`src/rtl/digipot_pkg.sv`:
```
package digipot_pkg;

  localparam int SYNC_N   = 3;
  localparam int IDX_SCLK = 0;
  localparam int IDX_SEL  = 1;
  localparam int IDX_DAT  = 2;

  function automatic int code_w(bit wide);
    return wide ? 8 : 6;
  endfunction

  function automatic int code_max(bit wide);
    return wide ? 255 : 32;
  endfunction

  function automatic int code_mid(bit wide);
    return wide ? 128 : 16;
  endfunction

endpackage

```
`src/rtl/dp_rst_sync.sv`:
```
module dp_rst_sync #(
  parameter int STAGES = 2
) (
  input  logic clk,
  input  logic arst_n,
  output logic srst_n_o
);

  logic [STAGES-1:0] chain_d;
  logic [STAGES-1:0] chain_q;

  always_comb begin
    chain_d = {chain_q[STAGES-2:0], 1'b1};
  end

  always_ff @(posedge clk or negedge arst_n) begin
    if (!arst_n) chain_q <= '0;
    else         chain_q <= chain_d;
  end

  assign srst_n_o = chain_q[STAGES-1];

endmodule

```
`src/rtl/dp_sync_edge.sv`:
```
module dp_sync_edge #(
  parameter int           N       = 3,
  parameter int           STAGES  = 2,
  parameter logic [N-1:0] RST_VAL = '0
) (
  input  logic         clk,
  input  logic         rst_n,
  input  logic [N-1:0] async_i,
  output logic [N-1:0] lvl_o,
  output logic [N-1:0] rise_o
);

  // Stages 0..STAGES-1 form the synchronizer; stage STAGES keeps the previous level.
  for (genvar g = 0; g < N; g++) begin : g_bit
    logic [STAGES:0] q_d;
    logic [STAGES:0] q_r;

    always_comb begin
      q_d = {q_r[STAGES-1:0], async_i[g]};
    end

    always_ff @(posedge clk or negedge rst_n) begin
      if (!rst_n) q_r <= {(STAGES+1){RST_VAL[g]}};
      else        q_r <= q_d;
    end

    assign lvl_o[g]  = q_r[STAGES-1];
    assign rise_o[g] = q_r[STAGES-1] & ~q_r[STAGES];
  end

endmodule

```
`src/rtl/dp_shift_reg.sv`:
```
module dp_shift_reg #(
  parameter int         W      = 8,
  parameter logic [W-1:0] PRESET = '0
) (
  input  logic         clk,
  input  logic         rst_n,
  input  logic         shift_en_i,
  input  logic         dat_i,
  output logic [W-1:0] q_o
);

  logic [W-1:0] q_d;
  logic [W-1:0] q_r;

  always_comb begin
    q_d = q_r;
    if (shift_en_i) q_d = {q_r[W-2:0], dat_i};
  end

  always_ff @(posedge clk or negedge rst_n) begin
    if (!rst_n) q_r <= PRESET;
    else        q_r <= q_d;
  end

  assign q_o = q_r;

endmodule

```
`src/rtl/dp_wiper_latch.sv`:
```
module dp_wiper_latch #(
  parameter int           W      = 8,
  parameter int           MAXV   = 255,
  parameter logic [W-1:0] PRESET = '0
) (
  input  logic         clk,
  input  logic         rst_n,
  input  logic         load_en_i,
  input  logic [W-1:0] d_i,
  output logic [W-1:0] q_o
);

  localparam logic [W-1:0] LIMIT = W'(MAXV);

  logic [W-1:0] d_lim;
  logic [W-1:0] q_d;
  logic [W-1:0] q_r;

  if (MAXV < (2**W) - 1) begin : g_clamp
    always_comb begin
      d_lim = (d_i > LIMIT) ? LIMIT : d_i;
    end
  end else begin : g_pass
    always_comb begin
      d_lim = d_i;
    end
  end

  always_comb begin
    q_d = q_r;
    if (load_en_i) q_d = d_lim;
  end

  always_ff @(posedge clk or negedge rst_n) begin
    if (!rst_n) q_r <= PRESET;
    else        q_r <= q_d;
  end

  assign q_o = q_r;

endmodule

```
`src/rtl/digipot_ctrl.sv`:
```
module digipot_ctrl
  import digipot_pkg::*;
#(
  parameter bit WIDE        = 1'b1,
  parameter int SYNC_STAGES = 2
) (
  input  logic                       clk,
  input  logic                       rst_n,
  input  logic                       sclk_i,
  input  logic                       sel_n_i,
  input  logic                       sdat_i,
  input  logic                       shdn_n_i,
  output logic [code_w(WIDE)-1:0]    wiper_code_o,
  output logic                       a_open_o,
  output logic                       wb_short_o
);

  localparam int                CODE_W = code_w(WIDE);
  localparam int                MAXV   = code_max(WIDE);
  localparam logic [CODE_W-1:0] MID    = CODE_W'(code_mid(WIDE));
  localparam logic [SYNC_N-1:0] SYNC_RST = SYNC_N'(1) << IDX_SEL;

  logic              rst_q_n;
  logic [SYNC_N-1:0] pin_raw;
  logic [SYNC_N-1:0] pin_lvl;
  logic [SYNC_N-1:0] pin_rise;
  logic              sel_lvl;
  logic              shift_stb;
  logic              load_stb;
  logic [CODE_W-1:0] ser_q;
  logic              unused_pins;

  dp_rst_sync #(.STAGES(2)) u_rst_sync (
    .clk      (clk),
    .arst_n   (rst_n),
    .srst_n_o (rst_q_n)
  );

  always_comb begin
    pin_raw           = '0;
    pin_raw[IDX_SCLK] = sclk_i;
    pin_raw[IDX_SEL]  = sel_n_i;
    pin_raw[IDX_DAT]  = sdat_i;
  end

  dp_sync_edge #(
    .N       (SYNC_N),
    .STAGES  (SYNC_STAGES),
    .RST_VAL (SYNC_RST)
  ) u_sync (
    .clk     (clk),
    .rst_n   (rst_q_n),
    .async_i (pin_raw),
    .lvl_o   (pin_lvl),
    .rise_o  (pin_rise)
  );

  assign unused_pins = ^{pin_lvl[IDX_SCLK], pin_rise[IDX_DAT]};

  // Select high (deselected) masks any serial clock rise seen in the same cycle.
  assign sel_lvl   = pin_lvl[IDX_SEL];
  assign shift_stb = pin_rise[IDX_SCLK] & ~sel_lvl;
  assign load_stb  = pin_rise[IDX_SEL];

  dp_shift_reg #(
    .W      (CODE_W),
    .PRESET (MID)
  ) u_shift (
    .clk        (clk),
    .rst_n      (rst_q_n),
    .shift_en_i (shift_stb),
    .dat_i      (pin_lvl[IDX_DAT]),
    .q_o        (ser_q)
  );

  dp_wiper_latch #(
    .W      (CODE_W),
    .MAXV   (MAXV),
    .PRESET (MID)
  ) u_latch (
    .clk       (clk),
    .rst_n     (rst_q_n),
    .load_en_i (load_stb),
    .d_i       (ser_q),
    .q_o       (wiper_code_o)
  );

  // Shutdown acts on the switches directly, without a clock.
  assign a_open_o   = ~shdn_n_i;
  assign wb_short_o = ~shdn_n_i;

endmodule

```
`config.mk`:
```
export PLATFORM = sky130hd
export DESIGN_NAME = digipot_ctrl
export DESIGN_NICKNAME = d
export VERILOG_FILES = /design/src/rtl/digipot_pkg.sv /design/src/rtl/dp_rst_sync.sv /design/src/rtl/dp_sync_edge.sv /design/src/rtl/dp_shift_reg.sv /design/src/rtl/dp_wiper_latch.sv /design/src/rtl/digipot_ctrl.sv
export SDC_FILE = /design/constraint.sdc
export NUM_CORES = 1
export LEC_CHECK = 0
export CAP_MARGIN = 25
export CORE_MARGIN = 2
export CORE_UTILIZATION = 50
export CTS_CLUSTER_SIZE = 30
export DETAILED_ROUTE_END_ITERATION = 8
export HOLD_SLACK_MARGIN = 0.15
export PLACE_DENSITY = 0.83
export SYNTH_ARGS = -nofsm -noshare
export SYNTH_HDL_FRONTEND = slang
export SYNTH_SLANG_ARGS = --single-unit
```
`constraint.sdc`:
```
create_clock -name clk -period 2 [get_ports clk]
set_clock_uncertainty 0.1 [all_clocks]
set_input_delay 0.4 -clock clk [delete_from_list [all_inputs] [get_ports clk]]
set_output_delay 0.4 -clock clk [all_outputs]
set_load 0.01 [all_outputs]
```
==> results of run 1 <==
[flip-flops by register name, summed over array words and instances (netlist names)]
register / count
u_latch.q_o: 8
u_shift.q_o: 8
u_sync.g_bit.q_r: 8
u_rst_sync.chain_q: 2
[layer usage]
metal,part of all wire [%],vias to the layer above
li1,-,198
met4,1.3,0
met2,49,12
met3,3.6,2
met5,0,-
met1,46,228
[cell families after synthesis]
logic type    after synthesis  synth area share [%]
simple gates                2                  2.84
flops                      26                  74.5
buf+inv                     3                  1.84
mux                        16                  20.4
other cells                 1                 0.425
[synthesized netlist by cell type, drive strengths merged]
cell type,count,area (sq um)
mux2,16,180
nor3b,1,18.8
conb,1,3.75
inv,1,3.75
dfstp,5,131
buf,2,12.5
dfrtp,21,526
nand2b,1,6.26
[worst max-delay path: cells and delay by family]
| kind | cells | cell delay, ps |
|---|---|---|
| buffers and inverters | 3 | 990 |
[metrics by stage]
| step | util, % | hold WS [ps] | total power, mW | setup WS [ps] | instance area (sq um) |
|---|---|---|---|---|---|
| final | 64.8 | 264 | 1.32 | 111 | 1090 |
| after detailed placement | 62.1 | 121 | 1.12 | 94.3 | 1050 |
| after global routing | 64.8 | 273 | 1.39 | 76.0 | 1090 |
| after global placement | 62.1 | 92.1 | 1.10 | 117 | 1050 |
| after floorplan | - | 4.41 | 0.930 | 701 | 882 |
| after CTS | 64.8 | 266 | 1.33 | 99.7 | 1090 |
[repair_timing]
item | 4_1_cts | 5_1_grt
setup buffers | 0 | 0
hold buffers | 2 | 0
endpoints found under the hold margin | 9 | 0
[path summary, 6_finish.rpt]
path / from / end / slack (ps) / depth (start not counted)
max in group asynchronous: u_rst_sync.chain_q[1] / u_sync.g_bit[0].q_r[2] / 770 / 1
hold / removal: u_sync.g_bit[1].q_r[0] / u_sync.g_bit[1].q_r[1] / 260 / 0
setup reg to reg: u_sync.g_bit[1].q_r[2] / u_latch.q_o[6] / 560 / 2
hold reg to reg: u_sync.g_bit[1].q_r[0] / u_sync.g_bit[1].q_r[1] / 260 / 0
setup / recovery: shdn_n_i / a_open_o / 110 / 3
min in group asynchronous: u_rst_sync.chain_q[1] / u_sync.g_bit[1].q_r[0] / 270 / 0
[power breakdown]
part	switching [mW]	total (mW)	internal (mW)
clock	0.143	0.221	0.0780
sequential	0.0794	0.761	0.682
combinational	0.106	0.341	0.234
[layout make-up]
cell class              count  share of cell area [%]
clock buffers               4                    2.40
inverters                   1                   0.343
well taps                  17                    1.94
multi-input cells          19                    19.1
flip-flops and latches     26                    60.0
repair buffers             18                    16.2
==> metrics.txt, run 1 <==
root buffer cell=clkbuf_4; met2 usage in global routing=19.2%; setup TNS=0 ps; fin cells=85; fmax=0.529 GHz; multi-input gate area in the final layout=209 sq um; shortest period the worst path allows=1890 ps; synthesized area=882 sq um; yosys warns=0; Hold Crit Class=reg -> reg; post-synthesis sequential area ratio=74.5%; power density cells=~1200 nW/um^2; DRC errors left=0; die area=2120 sq um; Nets=between 70 and 80; antenna violations before repair=0; synth unique cells=9; Post-Syn Instances=48; total track usage=13.1%; Synth Net Count=54; total vias in the final route=between 400 and 500; Via density=5.18; worst skew pair latency=320 ps; Ant. Diodes=0; Crit path largest cell delay=530 ps; Placer Congestion=0.663; 1st-pass router iterations=2; CP Data Required Time=1500 ps; M1 GR Usage=17.9%; area grow syn2layout=24.1%; Initial Util=52.2%; kind of critical path=in -> out; Period Utilization, post-route=94.4%; synthesis-stage register bit count=26; VDD IR-drop max=0.636 mV; run status=finished clean; remaining antenna violation count=0; Avg Synthesized Cell Area=18.4 sq um; total grt overflow=0; max_cap viols=0; CTS tree=done; core footprint=1690 sq um; crit path DAT=around 1400 ps; Slowest-stage cell, CP=clkdlybuf4s50_1; Fin. Hold Viols=0; crit end category=output pin; clock input transition at the sequential cells of the worst setup and hold paths=120 ps; H-tree depth=1; share of layout cells above drive strength 1=between 30% and 40%; Top Ports=16; first-pass GRT wire length=1.88 mm; Buffers on Ports=15; Die W=46 microns; Fill cells=137; FF/Latch Area=657 sq um; Iter 0 DRT Violations=2; Max FO, Critical Path=2; post-CTS sizing=0; Max Slew Vio Count=0; unrepaired setup endpoints after global routing=false; crit-path most repeated cell=clkdlybuf4s50_1; # rows=15; Clock Sinks=26; number of global-route vias before repair=437; Most Crowded Layer GR=met2; Startpoint Class=primary input; Die Y=46 microns; DP Cell Count=79; pin count of the biggest net entering global routing=15; ordered list of cells on the worst path=clkdlybuf4s50_1 > inv_1 > clkdlybuf4s50_1; DRT Wirelength=1.13 mm; most frequent cells in the layout=dfrtp_1 (21), mux2_2 (16), clkdlybuf4s50_1 (15); total CTS buffers=3; mean routed wirelength per cell=13.2 microns; commonest non-fill, non-tap cell in the layout=dfrtp_1; GR Layer Usage met3=roughly 2.4%; Setup Viol. Count Final=0; Max Buffers Root-to-Sink=2; leakage=0.481 nW
(Power assumes the default switching activity.)
==> run 2: changes to the inputs <==
ABC_AREA = 1   (was default)
CORE_UTILIZATION = 40   (was 50)
PLACE_DENSITY = 0.69   (was 0.83)
==> run 2 against run 1 <==
Against the previous run: sequential power shrank 13%; combinational power shrank 45%; largest cell class unchanged; area after synthesis increased by 6.4%; wire length rose by 22%; critical path depth stayed put; cell count rose by 54%; sequential share of layout area shrank 3.5 points; register-to-register slack gained 270 ps; worst hold slack worse by 130 ps; critical endpoint unchanged; sequential cell count unchanged; clock-buffer cell count unchanged; utilization shrank 12 points.
==> metrics.txt, run 2 <==
run status=finished clean; share of layout cells above drive strength 1=14.6%; DRC errors left=0; top post-synthesis cells by area=dfrtp_1 (56%), dfstp_2 (14%), nand2_1 (13%), nand4_1 (5.3%), nand3_1 (4.3%); DP Area=1110 sq um; # rows=17; crit path DAT=1420 ps; antenna violations before repair=0; setup TNS=0 ps; power density cells=952 nW/um^2; DP Wirelength=993 microns; H-tree depth=1; synth cell count leaders=nand2_1 (32), dfrtp_1 (21), nand3_1 (8), nand4_1 (8), dfstp_2 (5); root buffer cell=clkbuf_4; cell taking the most area after synthesis=dfrtp_1; kind of critical path=in -> out; Via density=roughly 4.6; Clock power frac=23.2%; sequential fraction of design power=around three fifths; total CTS buffers=3; Nets=110; Worst Reg-to-Reg Cells=3; r2r endpoint=u_latch.q_o[6]; Hold Crit Class=reg -> async; Fill cells=221; clock input transition at the sequential cells of the worst setup and hold paths=roughly 130 ps; Slowest-stage cell, CP=clkdlybuf4s50_1; Top Ports=16; Clock Sinks=26; VDD IR-drop max=0.534 mV; mean routed wirelength per cell=between 10 and 15 microns; crit-path most repeated cell=clkdlybuf4s50_1; leakage=0.568 nW; Iter 0 DRT Violations=14; max_cap viols=0; Buffers on Ports=15; Ant. Diodes=0; most frequent cell after synthesis=nand2_1; Max Buffers Root-to-Sink=2; total grt overflow=0; pin count of the biggest net entering global routing=24; fmax=0.522 GHz; number of global-route vias before repair=between 500 and 600; Setup Viol. Count Final=0; EDFF count, synth=0; Max Slew Vio Count=0; utilization after layout=52.6%; Net Switching=283 uW; DRT Wirelength=1.37 mm; Startpoint Class=primary input; fin cells=131; Placer Congestion=0.663; Pint=825 uW; core footprint=approximately 2200 sq um; Crit path largest cell delay=540 ps; Top FF cell, synth=dfrtp_1; Die Y=52.4 microns; Avg Synthesized Cell Area=about 11 sq um; remaining antenna violation count=0; Fin. Hold Viols=0; Comb power frac=between 10% and 20%; r2r setup slk=830 ps; Synth Net Count=90; final instance area=1160 sq um; CP Data Required Time=1500 ps; post-CTS setup buffer count=0; Post-Syn Instances=84; first-pass GRT wire length=2.46 mm; synthesis-stage register bit count=26; total track usage=12.6%; most frequent cells in the layout=nand2_1 (32), dfrtp_1 (21), clkdlybuf4s50_1 (15); Die W=around 52 microns; Net Sw Frac=about a quarter; Period Utilization, post-route=95.8%; die area=2750 sq um; Yosys top cell area share=56.0%; synth unique cells=14; Reg2Reg Launch Point=u_sync.g_bit[1].q_r[1]; Max FO, Critical Path=2; async set or reset register ratio after synthesis=100%; hold slack=136 ps; commonest non-fill, non-tap cell in the layout=nand2_1; shortest period the worst path allows=1920 ps; 1st-pass router iterations=4; unrepaired setup endpoints after global routing=false; post-synthesis sequential area ratio=a little over two thirds; area grow syn2layout=24.0%; Initial Util=42.4%; crit end category=output pin; CTS tree=done; DP Cell Count=between 100 and 150; yosys warns=0; total vias in the final route=601; synthesized area=938 sq um; ordered list of cells on the worst path=clkdlybuf4s50_1 > inv_1 > clkdlybuf4s50_1; worst skew pair latency=320 ps
-- run 2: power groups by stage --
| stage | registers [mW] | logic (mW) | clock network (mW) |
|---|---|---|---|
| after floorplan | 0.683 | 0.0769 | 0 |
| after global placement | 0.672 | 0.183 | 0 |
| after detailed placement | 0.677 | 0.187 | 0 |
| after CTS | 0.667 | 0.190 | 0.269 |
| after global routing | 0.678 | 0.212 | 0.299 |
| final | 0.665 | 0.186 | 0.256 |
-- run 2: timing repair --
action                    4_1_cts  5_1_grt
hold buffers                    2        0
hold endpoints to repair        3        0
resized for setup               0        0
-- run 2: stage by stage --
stage               power [mW]  setup WS (ps)
floorplan                0.760            881
global placement         0.855            114
global route              1.19           44.9
finish                    1.11           84.4
detailed placement       0.864           80.2
CTS                       1.13           74.9
-- run 2: kinds of logic after synthesis --
logic type | share of synthesized area [%]
buffers and inverters | 4.67
AND/OR/NAND/NOR | 24.9
flip-flops | 70.0
other | 0.400
-- run 2: worst max-delay path by stage --
| stage | start | to | slack (ps) |
|---|---|---|---|
| after floorplan | shdn_n_i | wb_short_o | 880 |
| after global placement | shdn_n_i | a_open_o | 110 |
| after detailed placement | shdn_n_i | a_open_o | 80 |
| after CTS | shdn_n_i | a_open_o | 70 |
| after global routing | u_latch.q_o[7] | wiper_code_o[7] | 40 |
| final | shdn_n_i | a_open_o | 80 |
-- run 2: routing by layer --
metal / up-vias / track usage, % / share of wire, %
met5: - / 0 / 0
met4: 0 / 6.41 / 1.9
met3: 3 / 3.43 / 4.8
met2: 18 / 21.0 / 49
met1: 271 / 14.6 / 45
li1: 309 / - / -
-- run 2: critical path: cells and delay by family --
family | cells | cell delay (ps)
buffers and inverters | 3 | 1010
-- run 2: cell type report --
| type | instances | area (sq um) | share of cell area (%) |
|---|---|---|---|
| clock buffers | 4 | 36.3 | 3.12 |
| inverters | 4 | 20.0 | 1.72 |
| multi-input cells | 51 | 238 | 20.4 |
| flip-flops and latches | 26 | 657 | 56.5 |
| well taps | 28 | 35.0 | 3.01 |
| repair buffers | 18 | 178 | 15.3 |
==> run 3: changes to the inputs <==
CAP_MARGIN = 5   (was 25)
CORE_UTILIZATION = 53   (was 40)
PLACE_DENSITY = 0.86   (was 0.69)
==> run 3 against run 2 <==
Against the previous run: cell count down 8.4%; combinational power about the same; register-to-register slack worse by 20 ps; clock power down 3%; total power down 0.49%; clock-buffer cell count unchanged; setup slack better by 25 ps; maximum frequency up 1.3%; highest routed layer unchanged; cell area down 1.2%; largest power group unchanged.
==> metrics.txt, run 3 (synthesis results as in run 2) <==
Reg2Reg Launch Point=u_sync.g_bit[1].q_r[1]; kind of critical path=in -> out; DP Cell Count=114; share of layout cells above drive strength 1=14.6%; Crit path largest cell delay=roughly 530 ps; worst skew pair latency=300 ps; Ant. Diodes=0; total vias in the final route=607; # rows=15; core footprint=1690 sq um; Setup Viol. Count Final=0; crit end category=output pin; power density cells=about 960 nW/um^2; root buffer cell=clkbuf_4; fmax=0.529 GHz; DRT Wirelength=1.35 mm; Buffers on Ports=15; DRC errors left=0; Placer Congestion=0.714; Fin. Hold Viols=0; total track usage=15.5%; commonest non-fill, non-tap cell in the layout=nand2_1; GR Layer Usage met3=3.14%; Via density=5.06; Slowest-stage cell, CP=clkdlybuf4s50_1; Max Slew Vio Count=0; Hold Crit Class=reg -> reg; Pwr Total=1.10 mW; Startpoint Class=primary input; first-pass GRT wire length=roughly 2.2 mm; unrepaired setup endpoints after global routing=false; Initial Util=55.6%; hold depth=0; ordered list of cells on the worst path=clkdlybuf4s50_1 > inv_1 > clkdlybuf4s50_1; M1 GR Usage=18.3%; setup TNS=0 ps; post-CTS setup buffer count=0; 1st-pass router iterations=4; Top Ports=16; Fill cells=127; r2r setup slk=between 800 and 900 ps; instance count on the critical path=3; Post-Place Worst Slack=113 ps; clock input transition at the sequential cells of the worst setup and hold paths=120 ps; number of global-route vias before repair=517; area grow syn2layout=22.5%; most frequent cells in the layout=nand2_1 (32), dfrtp_1 (21), clkdlybuf4s50_1 (15); pin count of the biggest net entering global routing=25; Hold Startpoint=u_sync.g_bit[1].q_r[0]; r2r endpoint=u_latch.q_o[6]; shortest period the worst path allows=roughly 1900 ps; worst setup margin=roughly 110 ps; fin cells=120; max_cap viols=0; antenna violations before repair=0; critical path buffer and inverter count=3; FF/Latch Area=657 sq um; crit path DAT=1390 ps; Iter 0 DRT Violations=11; die area=2120 sq um; leakage=0.568 nW; CP Data Required Time=1500 ps; VDD IR-drop max=0.602 mV; Most Crowded Layer GR=met2; remaining antenna violation count=0; run status=finished clean; Nets=110; multi-input gate area in the final layout=around 240 sq um; DP Wirelength=992 microns; total CTS buffers=3; CTS tree=done; Max Buffers Root-to-Sink=2; mean routed wirelength per cell=approximately 11 microns; Worst Reg-to-Reg Cells=3; worst hold endpoint=u_sync.g_bit[1].q_r[1]; Die Y=46.1 microns; Clock Sinks=26; hold slack=266 ps; total grt overflow=0; Max FO, Critical Path=2; H-tree depth=1; Die W=around 46 microns; family with the most delay on the worst path=buffers and inverters; crit-path most repeated cell=clkdlybuf4s50_1; met2 usage in global routing=around a quarter; Period Utilization, post-route=94.5%
run 3: cell counts in the layout (fill, tap and decap cells not counted):
No cell type changed its count.
run 3: final cells by class:
cell class	instances	share of cell area (%)
tap	17	1.85
sequential	26	57.1
clock buffer	4	3.16
inverter	4	1.74
timing repair buffer	18	15.5
multi-input combinational	51	20.7
run 3: worst max path at each step:
stage | start | end | slack [ps]
global placement | shdn_n_i | a_open_o | 120
global route | shdn_n_i | wb_short_o | 60
floorplan | shdn_n_i | wb_short_o | 880
CTS | shdn_n_i | wb_short_o | 110
detailed placement | shdn_n_i | a_open_o | 110
finish | shdn_n_i | wb_short_o | 110
run 3: repair_timing:
item | 4_1_cts | 5_1_grt
resized for setup | 0 | 0
hold buffers | 2 | 0
endpoints found under the hold margin | 21 | 0
run 3: report_power, final:
part           internal, mW  total [mW]  switching, mW
clock network         0.111       0.248          0.137
logic                 0.103       0.189         0.0857
registers             0.610       0.665         0.0546
total                 0.825        1.10          0.277
run 3: metrics by stage:
stage          util (%)  area [sq um]
5_1_grt            68.1          1150
6_report           68.1          1150
2_1_floorplan         -           938
3_3_place_gp       64.7          1090
3_5_place_dp       64.7          1090
4_1_cts            68.1          1150
run 3: metal layers:
metal	routed length [microns]	vias to the layer above	part of all wire [%]
li1	-	309	-
met1	596	279	44
met2	675	15	50
met3	63	4	4.7
met4	14	0	1.0
met5	0	-	0
